$ cat src/rtl/ostmr_pkg.sv
package ostmr_pkg;
    localparam int unsigned OSTMR_DW     = 32;
    localparam int unsigned OSTMR_AW     = 8;
    localparam logic [7:0]  OFF_STAMP    = 8'h00;
    localparam logic [7:0]  OFF_STATUS   = 8'h20;
    localparam logic [7:0]  OFF_TMR_BASE = 8'h04;
    localparam logic [7:0]  OFF_TMR_STEP = 8'h08;

    // count register of timer idx (0-based)
    function automatic logic [7:0] cnt_off(int idx);
        return OFF_TMR_BASE + 8'(idx) * OFF_TMR_STEP;
    endfunction

    // reload/control register of timer idx (0-based)
    function automatic logic [7:0] rel_off(int idx);
        return OFF_TMR_BASE + 8'(idx) * OFF_TMR_STEP + 8'h04;
    endfunction
endpackage

$ cat src/rtl/ostmr_stamp.sv
module ostmr_stamp #(
    parameter int unsigned DW = 32
) (
    input  logic          clk,
    input  logic          rst_n,
    input  logic          wr_i,
    input  logic [DW-1:0] wr_val_i,
    output logic [DW-1:0] ts_o,
    output logic          wrap_o
);
    typedef struct packed {
        logic [DW-1:0] ts;
    } stamp_st_t;

    stamp_st_t st_d, st_q;

    always_comb begin
        st_d   = st_q;
        wrap_o = 1'b0;
        if (wr_i) begin
            st_d.ts = wr_val_i;
        end else begin
            st_d.ts = st_q.ts + DW'(1);
            wrap_o  = (st_q.ts == '1);
        end
    end

    always_ff @(posedge clk or negedge rst_n) begin
        if (!rst_n) st_q <= '0;
        else        st_q <= st_d;
    end

    assign ts_o = st_q.ts;


    stamp_inc_chk: assert property (@(posedge clk) disable iff (!rst_n)
        !wr_i |=> (st_q.ts == $past(st_q.ts) + DW'(1)));

    stamp_load_chk: assert property (@(posedge clk) disable iff (!rst_n)
        wr_i |=> (st_q.ts == $past(wr_val_i)));
endmodule

$ cat src/rtl/ostmr_chan.sv
module ostmr_chan #(
    parameter int unsigned DW = 32
) (
    input  logic          clk,
    input  logic          rst_n,
    input  logic          ld_i,
    input  logic [DW-1:0] ld_val_i,
    output logic [DW-1:0] cnt_o,
    output logic [DW-1:0] cfg_o,
    output logic          expire_o
);
    localparam int unsigned RW = DW - 2;

    typedef struct packed {
        logic [DW-1:0] cnt;
        logic [RW-1:0] rel;
        logic          os;
        logic          en;
    } chan_st_t;

    chan_st_t st_d, st_q;

    always_comb begin
        st_d     = st_q;
        expire_o = 1'b0;
        if (ld_i) begin
            st_d.rel = ld_val_i[DW-1:2];
            st_d.cnt = {ld_val_i[DW-1:2], 2'b00};
            st_d.os  = ld_val_i[1];
            st_d.en  = ld_val_i[0];
        end else if (st_q.en) begin
            if (st_q.cnt == '0) begin
                expire_o = 1'b1;
                if (st_q.os) st_d.en  = 1'b0;
                else         st_d.cnt = {st_q.rel, 2'b00};
            end else begin
                st_d.cnt = st_q.cnt - DW'(1);
            end
        end
    end

    always_ff @(posedge clk or negedge rst_n) begin
        if (!rst_n) st_q <= '0;
        else        st_q <= st_d;
    end

    assign cnt_o = st_q.cnt;
    assign cfg_o = {st_q.rel, st_q.os, st_q.en};


    count_down_chk: assert property (@(posedge clk) disable iff (!rst_n)
        (st_q.en && !ld_i && st_q.cnt != '0) |=> (st_q.cnt == $past(st_q.cnt) - DW'(1)));

    idle_hold_chk: assert property (@(posedge clk) disable iff (!rst_n)
        (!st_q.en && !ld_i) |=> $stable(st_q.cnt));

    periodic_reload_chk: assert property (@(posedge clk) disable iff (!rst_n)
        (st_q.en && !st_q.os && !ld_i && st_q.cnt == '0)
        |=> (st_q.en && st_q.cnt == {$past(st_q.rel), 2'b00}));

    oneshot_stop_chk: assert property (@(posedge clk) disable iff (!rst_n)
        (st_q.en && st_q.os && !ld_i && st_q.cnt == '0)
        |=> (!st_q.en && st_q.cnt == '0));

    load_align_chk: assert property (@(posedge clk) disable iff (!rst_n)
        ld_i |=> (cnt_o[1:0] == 2'b00 && cfg_o[1:0] == $past(ld_val_i[1:0])));
endmodule

$ cat src/rtl/ostmr_status.sv
module ostmr_status #(
    parameter int unsigned NSRC = 3
) (
    input  logic            clk,
    input  logic            rst_n,
    input  logic [NSRC-1:0] set_i,
    input  logic [NSRC-1:0] clr_i,
    output logic [NSRC-1:0] pend_o
);
    typedef struct packed {
        logic [NSRC-1:0] pend;
    } stat_st_t;

    stat_st_t st_d, st_q;

    always_comb begin
        st_d      = st_q;
        st_d.pend = (st_q.pend & ~clr_i) | set_i;
    end

    always_ff @(posedge clk or negedge rst_n) begin
        if (!rst_n) st_q <= '0;
        else        st_q <= st_d;
    end

    assign pend_o = st_q.pend;


    flag_set_chk: assert property (@(posedge clk) disable iff (!rst_n)
        (|set_i) |=> ((st_q.pend & $past(set_i)) == $past(set_i)));

    flag_clear_chk: assert property (@(posedge clk) disable iff (!rst_n)
        (|(clr_i & ~set_i)) |=> ((st_q.pend & $past(clr_i & ~set_i)) == '0));
endmodule

$ cat src/rtl/ostmr_top.sv
module ostmr_top
    import ostmr_pkg::*;
#(
    parameter int unsigned DW      = OSTMR_DW,
    parameter int unsigned AW      = OSTMR_AW,
    parameter int unsigned NUM_TMR = 2
) (
    input  logic               clk,
    input  logic               rst_n,
    input  logic               bus_en,
    input  logic               bus_we,
    input  logic [AW-1:0]      bus_addr,
    input  logic [DW-1:0]      bus_wdata,
    output logic [DW-1:0]      bus_rdata,
    output logic [NUM_TMR-1:0] irq_tmr,
    output logic               irq_stamp
);
    localparam int unsigned NSRC   = NUM_TMR + 1;
    localparam int unsigned TS_BIT = NUM_TMR;

    logic               wr_en;
    logic [DW-1:0]      ts_w;
    logic               wrap_w;
    logic [NUM_TMR-1:0] ld_w;
    logic [NUM_TMR-1:0] exp_w;
    logic [DW-1:0]      cnt_w [NUM_TMR];
    logic [DW-1:0]      cfg_w [NUM_TMR];
    logic [NSRC-1:0]    set_w;
    logic [NSRC-1:0]    clr_w;
    logic [NSRC-1:0]    pend_w;

    assign wr_en = bus_en && bus_we;

    ostmr_stamp #(.DW(DW)) u_stamp (
        .clk      (clk),
        .rst_n    (rst_n),
        .wr_i     (wr_en && bus_addr == AW'(OFF_STAMP)),
        .wr_val_i (bus_wdata),
        .ts_o     (ts_w),
        .wrap_o   (wrap_w)
    );

    for (genvar g = 0; g < NUM_TMR; g++) begin : g_tmr
        assign ld_w[g] = wr_en && bus_addr == AW'(rel_off(g));
        ostmr_chan #(.DW(DW)) u_chan (
            .clk      (clk),
            .rst_n    (rst_n),
            .ld_i     (ld_w[g]),
            .ld_val_i (bus_wdata),
            .cnt_o    (cnt_w[g]),
            .cfg_o    (cfg_w[g]),
            .expire_o (exp_w[g])
        );
    end

    assign set_w = {wrap_w, exp_w};
    assign clr_w = (wr_en && bus_addr == AW'(OFF_STATUS)) ? bus_wdata[NSRC-1:0] : '0;

    ostmr_status #(.NSRC(NSRC)) u_status (
        .clk    (clk),
        .rst_n  (rst_n),
        .set_i  (set_w),
        .clr_i  (clr_w),
        .pend_o (pend_w)
    );

    always_comb begin
        bus_rdata = '0;
        if (bus_addr == AW'(OFF_STAMP))  bus_rdata = ts_w;
        if (bus_addr == AW'(OFF_STATUS)) bus_rdata = DW'(pend_w);
        for (int i = 0; i < NUM_TMR; i++) begin
            if (bus_addr == AW'(cnt_off(i))) bus_rdata = cnt_w[i];
            if (bus_addr == AW'(rel_off(i))) bus_rdata = cfg_w[i];
        end
    end

    assign irq_tmr   = pend_w[NUM_TMR-1:0];
    assign irq_stamp = pend_w[TS_BIT];


    wrap_flag_chk: assert property (@(posedge clk) disable iff (!rst_n)
        (ts_w == '1 && !(wr_en && bus_addr == AW'(OFF_STAMP))) |=> (irq_stamp && ts_w == '0));

    zero_write_chk: assert property (@(posedge clk) disable iff (!rst_n)
        (ld_w[0] && bus_wdata == '0) |=> (cnt_w[0] == '0 && cfg_w[0] == '0));
endmodule

$ cat config.mk
export PLATFORM = sky130hd
export DESIGN_NAME = ostmr_top
export DESIGN_NICKNAME = d
export VERILOG_FILES = /design/src/rtl/ostmr_pkg.sv /design/src/rtl/ostmr_stamp.sv /design/src/rtl/ostmr_chan.sv /design/src/rtl/ostmr_status.sv /design/src/rtl/ostmr_top.sv
export SDC_FILE = /design/constraint.sdc
export NUM_CORES = 1
export LEC_CHECK = 0
export ABC_AREA = 1
export BUFFER_PORTS_ARGS = -buffer_cell sky130_fd_sc_hd__buf_2
export CAP_MARGIN = 20
export CORE_MARGIN = 2
export CORE_UTILIZATION = 30
export DETAILED_ROUTE_END_ITERATION = 6
export PLACE_DENSITY_LB_ADDON = 0.1
export SYNTH_ARGS = -nofsm -noshare
export SYNTH_HDL_FRONTEND = slang
export SYNTH_HIERARCHICAL = 1
export SYNTH_SLANG_ARGS = --single-unit
$ cat constraint.sdc
create_clock -name clk -period 2.24 [get_ports clk]
set_clock_uncertainty 0.05 [all_clocks]
set_input_delay 0.112 -clock clk [delete_from_list [all_inputs] [get_ports clk]]
set_output_delay 0.112 -clock clk [all_outputs]
set_load 0.03 [all_outputs]
==> results.py <==
metrics = {
    "synth": {
        "synth-simple-area-share_pct": 51.80,
        "seq_area_frac_synth_pct": 34.15,
        "ys_top_cells_by_area": "dfrtp_1 34%, nand2_1 25%, nor2_1 8.4%, nand3_1 7.3%, inv_1 4.4%",
        "synthAdderAreaFrac_pct": 0.5238,
        "synthDistinctLibCells": 33,
        "synth-seq-cells": 163,
        "synth_top_family_by_area": "simple AND/OR/NAND/NOR gates",
        "synth.area.mux_share_pct": 0,
        "synth.net_count": 1939,
        "synthCells": 1890,
        "synth_edf_count": 0,
        "syn_area_per_cell_um2": 6.320,
        "yosys_warnings": 6,
        "yosysTopAreaCellShare_pct": 34.15,
        "ys.flop_type": "dfrtp_1",
        "synth_area_um2": 11940,
        "synth_top_area_cell": "dfrtp_1",
        "synthArstFlopShare_pct": 100.0,
        "synth_xor_area_share_pct": 2.273,
        "synth-compound-area-share_pct": 2.567,
    },
    "finish": {
        "layout-area-overhead-vs-synth_pct": 19.16,
        "final_cell_area_um2": 14230,
        "diodes": 0,
        "regArea_um2": 4079,
        "n_fill_cell": 4353,
        "multi_input_area_um2": 6869,
        "post-route-util_pct": 35.99,
        "final_cell_mix": "807 x nand2_1, 264 x nor2_1, 175 x nand3_1",
        "final_common_cell": "nand2_1",
        "drive_gt1_share_pct": 16.64,
        "nets": 2085,
    },
    "sta": {
        "drv_slew": 0,
        "worstMarginPinSlew_ns": 0.5884,
        "min_period_over_period_pct": 97.46,
        "fin_tns_setup_ns": 0,
        "hold_viol": 0,
        "fin_crit_ns": 2.183,
        "max_freq_mhz": 458.1,
        "rsz0062_at_grt": "yes",
        "setup_viol_count_final": 0,
        "setup_slack_ns": 0.05683,
        "slew_headroom_pct": 60.68,
    },
    "placed_design": {
        "hpwl_mm": 36.94,
        "portBuffers": 78,
        "gp_congestion": 0.9465,
        "pre_cts_ws_ns": 0.04391,
        "place_area_um2": 13300,
    },
    "floorplan": {
        "dieArea_um2": 41420,
        "core_area_um2": 39550,
        "die_x_um": 203.5,
        "die_y_um": 203.5,
        "ioPinCount": 79,
        "initial_core_util_pct": 30.20,
        "rows": 73,
    },
    "critical_path": {
        "cp_max_fo": 5,
        "cp_num_buf_inv": 0,
        "path_class": "register to register",
        "cp_cell_sequence": "nor2_1 -> nand2_1 -> nor2_1 -> nand2_1 -> xnor2_1 -> nand2_1 -> nand3_1 -> nand2_1 -> nand2_1",
        "required_ns": 2.53,
        "crit_path_start_kind": "register",
        "critical_path.top_delay_family": "simple AND/OR/NAND/NOR gates",
        "end_kind": "register",
        "arrival_ns": 2.47,
        "slowest_delay_ns": 0.48,
        "crit_slowest_cell": "dfrtp_1",
        "crit_top_cell": "nand2_1",
    },
    "clocking": {
        "clk_latency_ns": 0.45,
        "cts_buffers": 17,
        "clockBufferDepth": 2,
        "cts_tree": "built",
        "root_buffer": "clkbuf_16",
        "clk_pin_slew_worst_paths_ns": 0.07,
        "post_cts_buffers": 0,
        "clock_sinks": 163,
        "htreeDepth": 4,
    },
    "grt": {
        "grt_remaining_overflow": 0,
        "antenna_found_initial": 0,
        "grt_pass1_wl_mm": 72.73,
        "grt_pass1_vias": 11890,
        "grt_max_degree": 49,
        "grt_usage_pct": 23.58,
    },
    "flow_run": {
        "cap_violations": 0,
    },
    "run_status": {
        "run_status": "complete, no violations",
    },
    "route": {
        "routed_via_density": 4.838,
        "vias": 12453,
        "totalWireLength_mm": 47.53,
        "drc_errors": 0,
        "dr_wl_met2_mm": 21.47,
        "drtIter0Drc": 1005,
        "wl_met1_mm": 22.27,
        "top_layer": "met4",
        "wl_per_cell_um": 18.46,
        "drtPass1Iterations": 5,
        "wl_met3_mm": 2.519,
        "detail-route-antenna-nets": 0,
    },
    "power": {
        "leakage_nw": 7.284,
        "power_density_nw_per_um2": 769.6,
        "worst_ir_drop_vdd_mv": 0.4882,
    },
    "worst_hold_path": {
        "hp-class": "input pin to register",
    },
}
-- path summary, 6_finish.rpt --
| path | start | end | slack (ns) | cells past startpoint |
|---|---|---|---|---|
| worst min-delay path | bus_en | u_status/pend_o[2] | 0.05 | 6 |
| worst max register to register | g_tmr[1].u_chan/cnt_o[7] | g_tmr[1].u_chan/cnt_o[15] | 0.06 | 9 |
| min in group asynchronous | rst_n | g_tmr[1].u_chan/cfg_o[14] | 0.11 | 2 |
| worst max-delay path | g_tmr[1].u_chan/cnt_o[7] | g_tmr[1].u_chan/cnt_o[15] | 0.06 | 9 |
| max in group asynchronous | rst_n | g_tmr[1].u_chan/cnt_o[3] | 1.30 | 3 |
| worst min register to register | g_tmr[1].u_chan/cfg_o[19] | g_tmr[1].u_chan/cfg_o[19] | 0.44 | 2 |
-- area by class of cell --
| type | count | share of cell area [%] |
|---|---|---|
| multi-input cells | 1507 | 48.26 |
| flip-flops and latches | 163 | 28.66 |
| repair buffers | 188 | 10.14 |
| well taps | 525 | 4.615 |
| inverters | 159 | 4.211 |
| clock buffers | 18 | 3.015 |
| clock inverters | 14 | 1.099 |
-- synthesized netlist by cell type (3+ instances only) --
library cell / number
nand3_1: 175
xor2_1: 17
nand2_1: 808
inv_1: 139
nor2_1: 268
inv_2: 17
nor2_2: 31
or2_0: 3
xnor2_1: 14
clkinv_1: 3
o21ai_0: 27
or2_2: 3
buf_6: 12
a21oi_1: 23
nand2_2: 31
nand3_2: 46
buf_2: 23
ha_1: 5
nand3b_1: 4
dfrtp_1: 163
clkbuf_1: 12
nand4_1: 20
nor3_1: 8
nor2_4: 15
buf_4: 10
-- metal layers --
metal  track usage [%]  up-vias
met2             37.37      370
met4             7.430        0
met1             33.27     5874
li1                  -     6158
met3             3.116       51
met5                 0        -
-- through the flow --
stage | power (W) | instances | hold WS [ns]
global route | 0.01165 | 2574 | 0.05371
detailed placement | 0.007819 | 2509 | 0.02505
finish | 0.01095 | 2574 | 0.04636
CTS | 0.01099 | 2574 | 0.01994
floorplan | 0.006381 | 1890 | -0.2336
global placement | 0.007826 | 2509 | 0.03681
-- flip-flops by register name (all words and copies together), names as in the netlist --
signal	cells
g_tmr.u_chan/cfg_o	64
g_tmr.u_chan/cnt_o	64
u_stamp/ts_o	32
u_status/pend_o	3
-- where the power goes --
part           internal [W]  total (W)  switching (W)
registers           0.00346    0.00421       0.000752
clock network       0.00166    0.00306        0.00140
logic               0.00133    0.00368        0.00235
-- worst register-to-register path, delay by kind of cell, from the launching register on --
family,cells,cell delay (ns)
XOR/XNOR,1,0.19
flip-flops,1,0.48
AND/OR/NAND/NOR,8,1.36
-- cells by family after synthesis --
| logic type | count (synthesis) |
|---|---|
| AO/OA/AOI/OAI | 57 |
| XOR/XNOR | 31 |
| adder cells (fa/ha/maj) | 5 |
| buffers and inverters | 220 |
| flip-flops | 163 |
| AND/OR/NAND/NOR | 1414 |
-- repair_timing --
| item | in CTS | in global routing |
|---|---|---|
| setup endpoints to repair | 0 | 31 |
| hold buffers | 33 | 0 |
| gates resized for setup | 0 | 5 |
| endpoints found under the hold margin | 232 | 0 |
Power figures use the tool's default switching activity.
